**config.mk**
```make
export PLATFORM = sky130hd
export DESIGN_NAME = i2c_addr_match
export DESIGN_NICKNAME = d
export VERILOG_FILES = /design/src/rtl/i2c_am_pkg.sv /design/src/rtl/i2c_am_bus_events.sv /design/src/rtl/i2c_am_shifter.sv /design/src/rtl/i2c_am_decoder.sv /design/src/rtl/i2c_am_ctrl.sv /design/src/rtl/i2c_addr_match.sv
export SDC_FILE = /design/constraint.sdc
export NUM_CORES = 1
export LEC_CHECK = 0
export BUFFER_PORTS_ARGS = -buffer_cell sky130_fd_sc_hd__buf_2
export CAP_MARGIN = 20
export CORE_MARGIN = 3
export CORE_UTILIZATION = 50
export DETAILED_ROUTE_END_ITERATION = 10
export GPL_TIMING_DRIVEN = 0
export PLACE_DENSITY = 0.74
export SETUP_SLACK_MARGIN = 0.5
export SYNTH_ARGS = -nofsm -noshare
export SYNTH_HDL_FRONTEND = slang
export SYNTH_SLANG_ARGS = --single-unit
```
**constraint.sdc**
```tcl
create_clock -name clk -period 2 [get_ports clk]
set_clock_uncertainty 0.05 [all_clocks]
set_input_delay 0.5 -clock clk [delete_from_list [all_inputs] [get_ports clk]]
set_output_delay 0.5 -clock clk [all_outputs]
set_load 0.03 [all_outputs]
```
**src/rtl/i2c_am_pkg.sv**
```systemverilog
package i2c_am_pkg;

    localparam int ADDR_W = 10;
    localparam int BYTE_W = 8;
    localparam int SUB_W  = BYTE_W - 1;
    localparam int HDR_W  = 5;
    localparam int HI_W   = ADDR_W - BYTE_W;
    localparam int CNT_W  = $clog2(BYTE_W + 1);

    localparam logic [HDR_W-1:0] TEN_HDR = 5'b11110;

    typedef enum logic [2:0] {
        ST_IDLE,
        ST_ADDR1,
        ST_ADDR2,
        ST_ACK_WAIT,
        ST_ACK_DRIVE,
        ST_ADDRESSED
    } am_state_e;

    typedef struct packed {
        logic start;
        logic stop;
        logic rise;
        logic fall;
    } bus_evt_t;

    typedef struct packed {
        logic ack;
        logic full;
        logic dir;
        logic ten_set;
        logic ten_clr;
    } verdict_t;

    function automatic logic [SUB_W-1:0] ten_header(input logic [ADDR_W-1:0] own);
        return {TEN_HDR, own[ADDR_W-1 -: HI_W]};
    endfunction

    function automatic logic is_gcall(input logic [BYTE_W-1:0] b);
        return b == '0;
    endfunction

endpackage

```
**src/rtl/i2c_am_bus_events.sv**
```systemverilog
module i2c_am_bus_events
    import i2c_am_pkg::*;
(
    input  logic     clk,
    input  logic     rst,
    input  logic     scl_i,
    input  logic     sda_i,
    output bus_evt_t evt
);

    logic scl_q;
    logic sda_q;

    always_ff @(posedge clk) begin
        if (rst) begin
            scl_q <= 1'b1;
            sda_q <= 1'b1;
        end else begin
            scl_q <= scl_i;
            sda_q <= sda_i;
        end
    end

    always_comb begin
        evt.start = scl_i & scl_q & sda_q & ~sda_i;
        evt.stop  = scl_i & scl_q & ~sda_q & sda_i;
        evt.rise  = scl_i & ~scl_q;
        evt.fall  = ~scl_i & scl_q;
    end

endmodule

```
**src/rtl/i2c_am_shifter.sv**
```systemverilog
module i2c_am_shifter
    import i2c_am_pkg::*;
(
    input  logic              clk,
    input  logic              rst,
    input  logic              start,
    input  logic              stop,
    input  logic              rise,
    input  logic              sda_i,
    output logic [BYTE_W-1:0] rx_byte,
    output logic              byte_vld
);

    localparam logic [CNT_W-1:0] LAST_DATA = CNT_W'(BYTE_W - 1);
    localparam logic [CNT_W-1:0] ACK_SLOT  = CNT_W'(BYTE_W);

    logic [CNT_W-1:0]  bit_cnt;
    logic [BYTE_W-1:0] shreg;

    always_ff @(posedge clk) begin
        if (rst) begin
            bit_cnt  <= '0;
            shreg    <= '0;
            byte_vld <= 1'b0;
        end else begin
            byte_vld <= 1'b0;
            if (start || stop) begin
                bit_cnt <= '0;
            end else if (rise) begin
                if (bit_cnt == ACK_SLOT) begin
                    bit_cnt <= '0;
                end else begin
                    shreg    <= {shreg[BYTE_W-2:0], sda_i};
                    bit_cnt  <= bit_cnt + 1'b1;
                    byte_vld <= (bit_cnt == LAST_DATA);
                end
            end
        end
    end

    assign rx_byte = shreg;

endmodule

```
**src/rtl/i2c_am_decoder.sv**
```systemverilog
module i2c_am_decoder
    import i2c_am_pkg::*;
(
    input  logic [BYTE_W-1:0] rx_byte,
    input  logic [ADDR_W-1:0] own_addr,
    input  logic              ten_bit_en,
    input  logic              gcall_en,
    input  logic              second,
    input  logic              ten_full,
    output verdict_t          verdict
);

    logic [SUB_W-1:0] upper;

    assign upper = rx_byte[BYTE_W-1:1];

    always_comb begin
        verdict = '0;
        if (second) begin
            if (rx_byte == own_addr[BYTE_W-1:0]) begin
                verdict.ack     = 1'b1;
                verdict.full    = 1'b1;
                verdict.ten_set = 1'b1;
            end else begin
                verdict.ten_clr = 1'b1;
            end
        end else if (gcall_en && is_gcall(rx_byte)) begin
            verdict.ack  = 1'b1;
            verdict.full = 1'b1;
        end else if (!ten_bit_en) begin
            if (upper == own_addr[SUB_W-1:0]) begin
                verdict.ack  = 1'b1;
                verdict.full = 1'b1;
                verdict.dir  = rx_byte[0];
            end
        end else if (upper == ten_header(own_addr)) begin
            if (!rx_byte[0]) begin
                verdict.ack     = 1'b1;
                verdict.ten_clr = 1'b1;
            end else if (ten_full) begin
                verdict.ack  = 1'b1;
                verdict.full = 1'b1;
                verdict.dir  = 1'b1;
            end else begin
                verdict.ten_clr = 1'b1;
            end
        end else begin
            verdict.ten_clr = 1'b1;
        end
    end

endmodule

```
**src/rtl/i2c_am_ctrl.sv**
```systemverilog
module i2c_am_ctrl
    import i2c_am_pkg::*;
(
    input  logic     clk,
    input  logic     rst,
    input  logic     start,
    input  logic     stop,
    input  logic     fall,
    input  logic     byte_vld,
    input  verdict_t verdict,
    output logic     second,
    output logic     sda_pull,
    output logic     match_stb,
    output logic     irq_stb,
    output logic     dir_read,
    output logic     ten_match,
    output logic     addressed
);

    am_state_e state;
    logic      full_pend;

    assign second = (state == ST_ADDR2);

    always_ff @(posedge clk) begin
        if (rst) begin
            state     <= ST_IDLE;
            full_pend <= 1'b0;
            sda_pull  <= 1'b0;
            match_stb <= 1'b0;
            irq_stb   <= 1'b0;
            dir_read  <= 1'b0;
            ten_match <= 1'b0;
            addressed <= 1'b0;
        end else begin
            match_stb <= 1'b0;
            irq_stb   <= 1'b0;
            if (stop) begin
                state     <= ST_IDLE;
                sda_pull  <= 1'b0;
                addressed <= 1'b0;
                dir_read  <= 1'b0;
                ten_match <= 1'b0;
            end else if (start) begin
                state     <= ST_ADDR1;
                sda_pull  <= 1'b0;
                addressed <= 1'b0;
                dir_read  <= 1'b0;
            end else begin
                unique case (state)
                    ST_ADDR1, ST_ADDR2: begin
                        if (byte_vld) begin
                            if (verdict.ten_set) ten_match <= 1'b1;
                            if (verdict.ten_clr) ten_match <= 1'b0;
                            if (verdict.ack) begin
                                state     <= ST_ACK_WAIT;
                                full_pend <= verdict.full;
                                if (verdict.full) begin
                                    match_stb <= 1'b1;
                                    dir_read  <= verdict.dir;
                                end
                            end else begin
                                state <= ST_IDLE;
                            end
                        end
                    end
                    ST_ACK_WAIT: begin
                        if (fall) begin
                            sda_pull <= 1'b1;
                            state    <= ST_ACK_DRIVE;
                        end
                    end
                    ST_ACK_DRIVE: begin
                        if (fall) begin
                            sda_pull <= 1'b0;
                            if (full_pend) begin
                                irq_stb   <= 1'b1;
                                addressed <= 1'b1;
                                state     <= ST_ADDRESSED;
                            end else begin
                                state <= ST_ADDR2;
                            end
                        end
                    end
                    default: state <= state;
                endcase
            end
        end
    end

endmodule

```
**src/rtl/i2c_addr_match.sv**
```systemverilog
module i2c_addr_match
    import i2c_am_pkg::*;
(
    input  logic              clk,
    input  logic              rst,
    input  logic              scl_i,
    input  logic              sda_i,
    input  logic              ten_bit_en,
    input  logic [ADDR_W-1:0] own_addr,
    input  logic              gcall_en,
    output logic              sda_pull,
    output logic              match_stb,
    output logic              irq_stb,
    output logic              dir_read,
    output logic              ten_match,
    output logic              addressed
);

    bus_evt_t          evt;
    logic [BYTE_W-1:0] rx_byte;
    logic              byte_vld;
    logic              second;
    verdict_t          verdict;

    i2c_am_bus_events u_events (
        .clk   (clk),
        .rst   (rst),
        .scl_i (scl_i),
        .sda_i (sda_i),
        .evt   (evt)
    );

    i2c_am_shifter u_shift (
        .clk      (clk),
        .rst      (rst),
        .start    (evt.start),
        .stop     (evt.stop),
        .rise     (evt.rise),
        .sda_i    (sda_i),
        .rx_byte  (rx_byte),
        .byte_vld (byte_vld)
    );

    i2c_am_decoder u_dec (
        .rx_byte    (rx_byte),
        .own_addr   (own_addr),
        .ten_bit_en (ten_bit_en),
        .gcall_en   (gcall_en),
        .second     (second),
        .ten_full   (ten_match),
        .verdict    (verdict)
    );

    i2c_am_ctrl u_ctrl (
        .clk       (clk),
        .rst       (rst),
        .start     (evt.start),
        .stop      (evt.stop),
        .fall      (evt.fall),
        .byte_vld  (byte_vld),
        .verdict   (verdict),
        .second    (second),
        .sda_pull  (sda_pull),
        .match_stb (match_stb),
        .irq_stb   (irq_stb),
        .dir_read  (dir_read),
        .ten_match (ten_match),
        .addressed (addressed)
    );

endmodule

```
==> results.sh <==
export IMPL_outcome="finished clean"
export IMPL_yosysTopAreaCell="dfxtp_1"
export IMPL_grt_pass1_wl_mm=4.97
export IMPL_p_per_area_mw_per_mm2=471
export IMPL_synth_area_sq_mm=0.00144
export IMPL_critical_path_class="register to register"
export IMPL_leakagePower_nw=0.784
export IMPL_synth_common_cells="25 x dfxtp_1, 24 x nor2_1, 12 x a21oi_1, 12 x o21ai_0"
export IMPL_synth_edff_count=0
export IMPL_cts_root_buf="clkbuf_4"
export IMPL_cts_buffers=3
export IMPL_worst_ir_drop_vdd_uv=417
export IMPL_setup_tns_final_ns=0
export IMPL_fin_util_pct=69.5
export IMPL_syn_num_nets=191
export IMPL_ios=22
export IMPL_synthCells=173
export IMPL_ys_seq_area_share_pct=34.8
export IMPL_grt_util_all_layers_pct=18.1
export IMPL_nNetsFinal=228
export IMPL_wirelength_mm=3.26
export IMPL_max_freq_mhz=614
export IMPL_timing_slew_headroom_pct=67.1
export IMPL_avgViaCountPerCell=5.53
export IMPL_crit_path_max_fanout=10
export IMPL_cts_hold_buf=0
export IMPL_synth_most_common_cell="dfxtp_1"
export IMPL_cts_tree="yes"
export IMPL_power_switching_uw=217
export IMPL_layout_area_seq_sq_um=508
export IMPL_drv_cap=0
export IMPL_postPlaceCellArea_sq_mm=0.00159
export IMPL_pwr_share_comb_pct=14.0
export IMPL_yosys_register_bits=25
export IMPL_synth_top_area_share_pct=34.8
export IMPL_drive_above_1_share_pct=35.4
export IMPL_fillers=203
export IMPL_cp_arrival_ns=1.83
export IMPL_drtAntennaViolNets=0
export IMPL_cts_path_max_buffers=2
export IMPL_synth_cell_types=47
export IMPL_ys_top_cells_by_area="dfxtp_1 35%, nor2_1 6.3%, xnor2_1 5.5%"
export IMPL_grt_max_degree=14
export IMPL_syn_avg_cell_area_sq_um=8.32
export IMPL_grt_overflow=0
export IMPL_vias=1322
export IMPL_start_util_pct=55.1
export IMPL_clkSinkCount=25
export IMPL_place_gp_congestion=0.823
export IMPL_start_kind="register"
export IMPL_min_period_ns=1.63
export IMPL_antenna_found_initial=0
export IMPL_hpwl_mm=2.25
export IMPL_end_kind="register"
export IMPL_first_iter_violations=55
export IMPL_detail_route_first_pass_iterations=4
export IMPL_num_antenna_cells=0
export IMPL_rsz0062_at_grt="yes"
export IMPL_core_area_sq_mm=0.00261
export IMPL_dp_slack_ns=0.190
export IMPL_worst_pin_slew_ns=0.489
export IMPL_port_buffers=21
export IMPL_wl_per_cell_microns=13.6
export IMPL_finalCritPeriodShare_pct=81.5
export IMPL_ys_async_sr_fraction_pct=0
export IMPL_internal_power_uw=637
export IMPL_slew_violations=0
export IMPL_insertion_delay_ns=0.31
export IMPL_fin_ws_ns=0.370
export IMPL_stdcell_area_sq_mm=0.00182
export IMPL_seqPwrFrac_pct=59.5
export IMPL_clockPowerShare_pct=26.5
export IMPL_drc=0
export IMPL_htree_levels=1
export IMPL_setup_viol=0
export IMPL_num_rows=18
export IMPL_synth_warnings=0
export IMPL_die_y_microns=59.7
export IMPL_hp_class="primary input to register"
export IMPL_clk_pin_slew_ns=0.14
export IMPL_syn_to_final_growth_pct=26.1
export IMPL_dieArea_sq_mm=0.00356
export IMPL_required_ns=2.20
export IMPL_dominantRegCellSynth="dfxtp_1"
export IMPL_die_x_microns=59.7
export IMPL_swShare_pct=25.4
export IMPL_multiInputGateArea_sq_um=926
export IMPL_grt_pass1_vias=1162
export IMPL_finalHoldViolations=0
worst paths after layout:
| kind | from | end | slack [ns] | cells past startpoint |
|---|---|---|---|---|
| setup / recovery | u_ctrl.state[1] | u_ctrl.ten_match | 0.37 | 6 |
| hold / removal | rst | u_shift.byte_vld | 0.37 | 2 |
| setup reg to reg | u_ctrl.state[1] | u_ctrl.ten_match | 0.37 | 6 |
| hold reg to reg | u_ctrl.addressed | u_ctrl.addressed | 0.41 | 2 |
per-stage QoR:
stage,instances,hold slack [ns],power [mW]
2_1_floorplan,173,0.403,0.583
3_3_place_gp,224,0.381,0.616
3_5_place_dp,224,0.388,0.619
4_1_cts,233,0.357,0.844
5_1_grt,239,0.364,0.894
6_report,239,0.374,0.855
per-layer routing:
layer  routed length, microns  vias up  GRT usage, %
met2                     1560       36          28.7
met5                        0        -             0
li1                         -      669             -
met4                       54        0          6.65
met3                      156        6          2.81
met1                     1480      611          24.7
layout make-up:
class | count | area share [%]
multi-input combinational | 130 | 51.0
sequential | 25 | 28.0
timing repair buffer | 32 | 10.7
buffer | 11 | 5.38
tap | 30 | 2.07
clock buffer | 4 | 1.45
inverter | 7 | 1.45
power by group through the flow:
stage	Combinational, mW	Clock [mW]	Sequential (mW)
after global placement	0.0975	0	0.519
final	0.120	0.227	0.509
after detailed placement	0.100	0	0.519
after floorplan	0.0651	0	0.518
after global routing	0.130	0.254	0.509
after CTS	0.106	0.230	0.508
cell families (layout without fill, tap and decap cells):
kind of cell	count (synthesis)	in the layout	share of synthesized area, %
compound gates	37	37	15.4
buf+inv	18	54	6.43
fa+ha+maj	2	2	1.74
flops	25	25	34.8
simple gates	65	65	25.1
mux	8	8	5.65
xor+xnor	18	18	10.9
registers in the layout, indices dropped and copies added, names as in the netlist:
register	flops
u_ctrl.addressed	1
u_ctrl.dir_read	1
u_ctrl.full_pend	1
u_ctrl.irq_stb	1
u_ctrl.match_stb	1
u_ctrl.sda_pull	1
u_ctrl.state	3
u_ctrl.ten_match	1
u_events.scl_q	1
u_events.sda_q	1
u_shift.bit_cnt	4
u_shift.byte_vld	1
u_shift.rx_byte	8
critical path: stages, from the launching register on:
cell and delay, ns:
dfxtp_1 0.33, buf_6 0.13, xnor2_1 0.13, nor3b_2 0.24, o21ai_1 0.12, or4_1 0.43
a21oi_2 0.14
cells in the final DEF, fill, tap and decap left out, types with 2 or more instances in the layout:
cell type | synthesis | final
buf_6 | 2 | 6
dfxtp_2 | 0 | 6
o21ai_1 | 1 | 3
xor2_1 | 9 | 9
nand2_1 | 8 | 7
nand3_1 | 2 | 2
or3_1 | 2 | 2
clkbuf_4 | 0 | 5
nor2_1 | 24 | 23
buf_4 | 1 | 11
o21ai_0 | 12 | 9
nor3b_2 | 2 | 2
or2_2 | 3 | 3
nor3_1 | 2 | 2
xnor2_1 | 9 | 8
inv_1 | 7 | 5
inv_2 | 0 | 2
clkbuf_1 | 3 | 3
nand2b_1 | 4 | 4
nand4b_1 | 2 | 2
a21oi_1 | 12 | 10
and2_4 | 1 | 2
dfxtp_1 | 25 | 19
nand4_1 | 3 | 3
mux2i_1 | 7 | 7
a211oi_1 | 2 | 2
buf_2 | 3 | 20
a21oi_2 | 0 | 2
what timing repair did:
| action | in CTS | in global routing |
|---|---|---|
| endpoints found under the setup margin | 15 | 23 |
| pin swaps | 13 | 8 |
| setup buffers | 4 | 6 |
| gates resized for setup | 14 | 29 |
| gates cloned | 1 | 0 |
Power figures use the tool's default switching activity.
